[config.mk]
export PLATFORM = sky130hd
export DESIGN_NAME = port_irq_filter
export DESIGN_NICKNAME = d
export VERILOG_FILES = /design/src/rtl/pif_pkg.sv /design/src/rtl/pif_pin_filter.sv /design/src/rtl/pif_osc_ctl.sv /design/src/rtl/port_irq_filter.sv
export SDC_FILE = /design/constraint.sdc
export NUM_CORES = 1
export LEC_CHECK = 0
export BUFFER_PORTS_ARGS = -buffer_cell sky130_fd_sc_hd__buf_4
export CORE_MARGIN = 2
export CORE_UTILIZATION = 40
export CTS_BUF_LIST = sky130_fd_sc_hd__clkbuf_16
export DETAILED_ROUTE_END_ITERATION = 16
export PLACE_DENSITY = 0.61
export SYNTH_ARGS = -nofsm -noshare
export SYNTH_HDL_FRONTEND = slang
export SYNTH_SLANG_ARGS = --single-unit
[constraint.sdc]
create_clock -name clk -period 1.3 [get_ports clk]
set_input_delay 0.13 -clock clk [delete_from_list [all_inputs] [get_ports clk]]
set_output_delay 0.13 -clock clk [all_outputs]
set_load 0.02 [all_outputs]
[src/rtl/pif_pkg.sv]
package pif_pkg;
    typedef enum logic [1:0] {
        MODE_RUN  = 2'b00,
        MODE_WAIT = 2'b01,
        MODE_STOP = 2'b10
    } pif_mode_e;
endpackage

[src/rtl/pif_pin_filter.sv]
module pif_pin_filter #(
    parameter int SAMPLES = 4,
    parameter int CW      = $clog2(SAMPLES + 2)
) (
    input  logic clk,
    input  logic rst_n,
    input  logic pin,
    input  logic pol_rise,
    input  logic ie,
    input  logic clr,
    output logic flag,
    output logic osc_need
);
    localparam logic [CW-1:0] RUN_LEN = CW'(SAMPLES);
    localparam logic [CW-1:0] CNT_SAT = CW'(SAMPLES + 1);

    typedef struct packed {
        logic [CW-1:0] cnt;
        logic          run_act;
        logic          armed;
        logic          flag;
    } pin_st_t;

    pin_st_t st_d, st_q;
    logic    active;
    logic    fire;

    always_comb begin
        active = pol_rise ? pin : ~pin;
        st_d   = st_q;
        if (active == st_q.run_act) begin
            if (st_q.cnt != CNT_SAT) st_d.cnt = st_q.cnt + 1'b1;
        end else begin
            st_d.run_act = active;
            st_d.cnt     = CW'(1);
        end
        fire = st_q.armed && active && (st_d.cnt == RUN_LEN);
        if (!active && st_d.cnt == RUN_LEN) st_d.armed = 1'b1;
        if (fire) st_d.armed = 1'b0;
        st_d.flag = fire | (st_q.flag & ~clr);
    end

    always_ff @(posedge clk or negedge rst_n) begin
        if (!rst_n) st_q <= '0;
        else        st_q <= st_d;
    end

    assign flag     = st_q.flag;
    assign osc_need = ie & ~st_q.flag &
                      ((st_q.cnt <= RUN_LEN) | (active != st_q.run_act));
endmodule

[src/rtl/pif_osc_ctl.sv]
module pif_osc_ctl #(
    parameter int NPINS = 2
) (
    input  logic [1:0]       mode,
    input  logic [NPINS-1:0] need,
    output logic             osc_req
);
    import pif_pkg::*;
    always_comb begin
        osc_req = (mode == MODE_STOP) && (|need);
    end
endmodule

[src/rtl/port_irq_filter.sv]
module port_irq_filter #(
    parameter int NPINS   = 2,
    parameter int SAMPLES = 4
) (
    input  logic             clk,
    input  logic             rst_n,
    input  logic [1:0]       mode,
    input  logic [NPINS-1:0] pin_in,
    input  logic [NPINS-1:0] pol_rise,
    input  logic [NPINS-1:0] irq_en,
    input  logic [NPINS-1:0] flag_clr,
    output logic [NPINS-1:0] flag,
    output logic [NPINS-1:0] irq,
    output logic             osc_req
);
    localparam int CW = $clog2(SAMPLES + 2);

    logic [NPINS-1:0] need;

    for (genvar g = 0; g < NPINS; g++) begin : g_pin
        pif_pin_filter #(.SAMPLES(SAMPLES), .CW(CW)) u_flt (
            .clk      (clk),
            .rst_n    (rst_n),
            .pin      (pin_in[g]),
            .pol_rise (pol_rise[g]),
            .ie       (irq_en[g]),
            .clr      (flag_clr[g]),
            .flag     (flag[g]),
            .osc_need (need[g])
        );
    end

    assign irq = flag & irq_en;

    pif_osc_ctl #(.NPINS(NPINS)) u_osc (
        .mode    (mode),
        .need    (need),
        .osc_req (osc_req)
    );
endmodule

Yosys cells after proc, flatten, opt, wreduce, memory -nomap -nowiden
Index checks and enable logic that the tools add are counted.
Storage, ports and cells
  flip-flop bits (word level): 12
  word-level logic and storage cells: 60
  output and inout port bits: 5
  input port bits: 12
Cells by class
  $add $sub $neg: 2
  $lt $le $gt $ge: 2
  reductions and logical operators: 12
  eq/ne operators: 9
  multiplexer cells: 10
  bitwise logic cells: 17
Operators with widths (number)
  two-way mux 3 bit: 4
  logical AND 1 bit: 7
  adder 3 x 1 -> 3 bit (second input constant): 2
  bitwise AND 1 bit: 6
  equality test 3 bit (second input constant): 2
  less-or-equal comparator 3 bit (second input constant): 2
  two-way mux 1 bit: 6
  inequality test 3 bit (second input constant): 2
  NOT 1 bit: 6
  bitwise OR 1 bit: 4
  nonzero test 2 bit: 2
  bitwise AND 2 bit: 1
  equality test 1 bit: 2
  equality test 2 bit (second input constant): 1
  zero test 1 bit: 2
  inequality test 1 bit: 2
  OR reduction 2 bit: 1

Depth between registers and ports, before layout
  depth in word-level cells: 8
  depth in mapped cells: 6
  depth with buffers taken out: 6

Cells and area by module
Synthesis repeated with hierarchy kept, for this count alone.
Unflattened totals
  cell total of the unflattened synthesis: 68
  area total of the unflattened synthesis: 729.4 µm²
Modules (own cells, without submodules)
  pif_pin_filter: cells each 32, seq. area each 150.1 µm², times used 2, area an instance 350.3 µm²
  pif_osc_ctl: cells each 2, seq. area each 0.0 µm², times used 1, area an instance 16.3 µm²
  port_irq_filter: cells each 2, seq. area each 0.0 µm², times used 1, area an instance 12.5 µm²

Worst setup path after synthesis
Ideal clock, no wire load.
  path kind: register -> register
  start: reg g_pin[0].u_flt.st_q[3] in the netlist's numbering
  end: reg g_pin[0].u_flt.st_q (netlist bit g_pin[0].u_flt.flag)
  arrival time: 1290 ps
  data required time: 1179 ps
  path buffers: 0
  period minus slack after synthesis: 1411 ps
  stages on the path, launching flop included: 6
  path slack: -111 ps
  cell sequence: dfrtp_1 -> ha_1 -> nand2_1 -> mux2i_1 -> nor3_2 -> a32o_2
RTL lines
  start: declaration: line pif_pin_filter.sv:24  | pin_st_t st_d, st_q;
  start signal: assignment: line pif_pin_filter.sv:45  | else st_q <= st_d;

Final worst setup path
  start: reg g_pin[0].u_flt.st_q (netlist bit g_pin[0].u_flt.flag)
  end: out osc_req
Between the ends
  longest elaborated chain between the ends: 5
RTL lines
  NOT 1 bit: line pif_pin_filter.sv:49  | assign osc_need = ie & ~st_q.flag &
  bitwise AND 1 bit (2 in series): line pif_pin_filter.sv:49
  OR reduction 2 bit: line pif_osc_ctl.sv:10  | osc_req = (mode == MODE_STOP) && (|need);
  logical AND 1 bit: line pif_osc_ctl.sv:10
  end: declaration: line port_irq_filter.sv:14  | output logic osc_req
No other way between the ends.

==> metrics.csv <==
metric;value;unit
Rows;15;
Setup WS post-layout;-244;ps
Top FF cell, synth;dfrtp_1;
netlist area before placement;739;um2
Post-Syn Nets;87;
endpoints failing hold;0;
period utilization;1.19;
clk_lat worst skew;240;ps
# Max-Cap Violations;0;
CP Max Fanout;2;
Synth area leader;dfrtp_1;
FF/Latch Area;302;um2
Async SR Flop Fraction;1.00;
CTS tree;done;
Reg clk slew, reported paths;40;ps
Cell variety after synth;23;
Finished Cell Area;0.00117;mm2
outcome;finished with violations;
Avg Inst Size Synth;10.7;um2
sequential fraction of the synthesis area;0.406;
DP Cell Count;121;
HPWL Detailed;1.16;mm
Root Buffer;clkbuf_16;
Post-Route WL;1.59;mm
Area contributors post-synth;dfrtp_1, ha_1, xnor2_2;
vias in the first global route;589;
1st-pass router iterations;3;
most common cell in the netlist;dfrtp_1;
fin. max-slew vios;0;
GRT overflow;0;
via count;600;
placed cell areas;982;um2
share of layout cells above drive strength 1;0.581;
dpl ws;-245;ps
die area;0.00221;mm2
Layout Area Growth over Synthesis;57.9;%
Final Util;0.676;
Core ar.;0.00173;mm2
Fmax;648;MHz
crit path from;g_pin[0].u_flt.flag$_DFF_PN0_;
Critical Path Start Type;flop;
Vias/cell;4.62;
Design Power;2.51;mW
CTS buffer count;3;
DRC Markers;0;
failing checks;negative setup slack;
Starting DRT DRC Count;4;
critical path class;reg -> out;
GPL Wtd Cong;0.853;
Starting Density;0.428;
area of the multi-input gates;464;um2
Min-Delay Path Class;in -> reg;
Nets;124;
top cell type's share of synthesized area;0.406;
RSZ-0062 raised after global routing;true;
Crit. End Element;primary output;
antenna viol nets, final;0;
hold_sp;flag_clr[1];
fin crit period;1540;ps
die height;47.0;um
Setup TNS Final;-688;ps
worst ir drop on vdd;1.10;mV
slew margin rel.;0.811;
Non-Filler Instances;130;
largest net degree at the start of global routing;13;
clk_skew;4.16;ps
CP required;1170;ps
Clock Sinks;12;
Ports;17;
PD cells;2150;mW/mm2
Worst Tran Pin Value;283;ps
synthesized instance count;69;
initial antenna violation count;0;
Filler cells;135;
Hold WS;179;ps
first-pass GRT wire length;2.57;mm
CP arrival;1410;ps
Reg-to-Reg Start;g_pin[1].u_flt.st_q[3]$_DFF_PN0_;
total global-route track usage;0.174;
# H-tree levels;1;
Max Root-Sink Buffers;2;
count of flip-flops with a built-in enable after synthesis;0;
PortBufs;16;
Die X;47.0;um
Post-synth top cells;dfrtp_1, inv_1, ha_1;
WL per Instance;12.3;um
final setup fails;5;
#FFs+latches synth;12;
Leak;0.561;nW
total number of yosys warnings;0;
number of diodes;0;
repair_timing:
item,CTS,global route
setup endpoints to repair,5,5
pin swaps,6,4
gates resized for setup,14,5
hold buffers,1,0
hold endpoints to repair,12,0
setup buffers,3,1
layer usage:
| layer | up-vias | wire length, um | global-route usage |
|---|---|---|---|
| met3 | 5 | 38 | 0.0346 |
| met4 | 0 | 34 | 0.100 |
| met1 | 286 | 639 | 0.197 |
| met2 | 8 | 880 | 0.304 |
| met5 | - | 0 | 0 |
| li1 | 301 | - | - |
path summary, 6_finish.rpt:
check / endpoint / slack, ps / cells after the start
setup / recovery: osc_req / -240 / 3
hold / removal: g_pin[1].u_flt.flag$_DFF_PN0_ / 180 / 3
setup reg to reg: g_pin[1].u_flt.flag$_DFF_PN0_ / -140 / 6
hold reg to reg: g_pin[1].u_flt.flag$_DFF_PN0_ / 520 / 1
max in group asynchronous: g_pin[1].u_flt.st_q[3]$_DFF_PN0_ / 850 / 2
min in group asynchronous: g_pin[1].u_flt.st_q[1]$_DFFE_PN0P_ / 270 / 2
kinds of logic (layout without fill, tap and decap cells):
family	after synthesis	after routing	synth area share
and+or+nand+nor	23	23	0.195
DFF	12	12	0.406
buffers and inverters	10	46	0.0609
AOI/OAI and AO/OA	9	9	0.0846
adders and majority gates	6	6	0.102
xor gates and xnor gates	6	6	0.112
muxes	3	3	0.0406
flip-flops by register name (all words and copies together) (netlist names):
| register | cells |
|---|---|
| g_pin.u_flt.st_q | 10 |
| g_pin.u_flt.flag | 2 |
layout make-up:
| class | count | area share |
|---|---|---|
| sequential | 12 | 0.258 |
| tap | 25 | 0.0268 |
| timing repair buffer | 34 | 0.224 |
| clock buffer | 3 | 0.0643 |
| clock inverter | 1 | 0.00322 |
| inverter | 8 | 0.0257 |
| multi-input combinational | 47 | 0.398 |
cell usage in the layout (no fill, tap or decap), types with 2 or more instances in the layout:
master	n
buf_4	32
dfrtp_1	11
inv_2	4
nor2_1	4
inv_1	4
mux2i_1	3
ha_4	3
clkbuf_16	3
nand3_1	2
nand2_2	2
nand2_1	2
xnor2_2	2
xor2_2	2
a21oi_2	2
xnor2_1	2
nand2b_1	2
and2_1	2
nand3b_1	2
nor3_2	2
a32o_2	2
or4bb_1	2
ha_2	2
power by group:
part	switching (mW)	internal (mW)	total, mW
sequential	0.159	0.510	0.670
combinational	0.559	0.719	1.28
clock	0.154	0.404	0.558
worst max-delay path, stage by stage, from the launching register on:
cell	delay [ps]
dfrtp_1	380
or4bb_1	490
o22ai_2	170
buf_6	140
No activity file was read; power rests on OpenSTA's default activity.
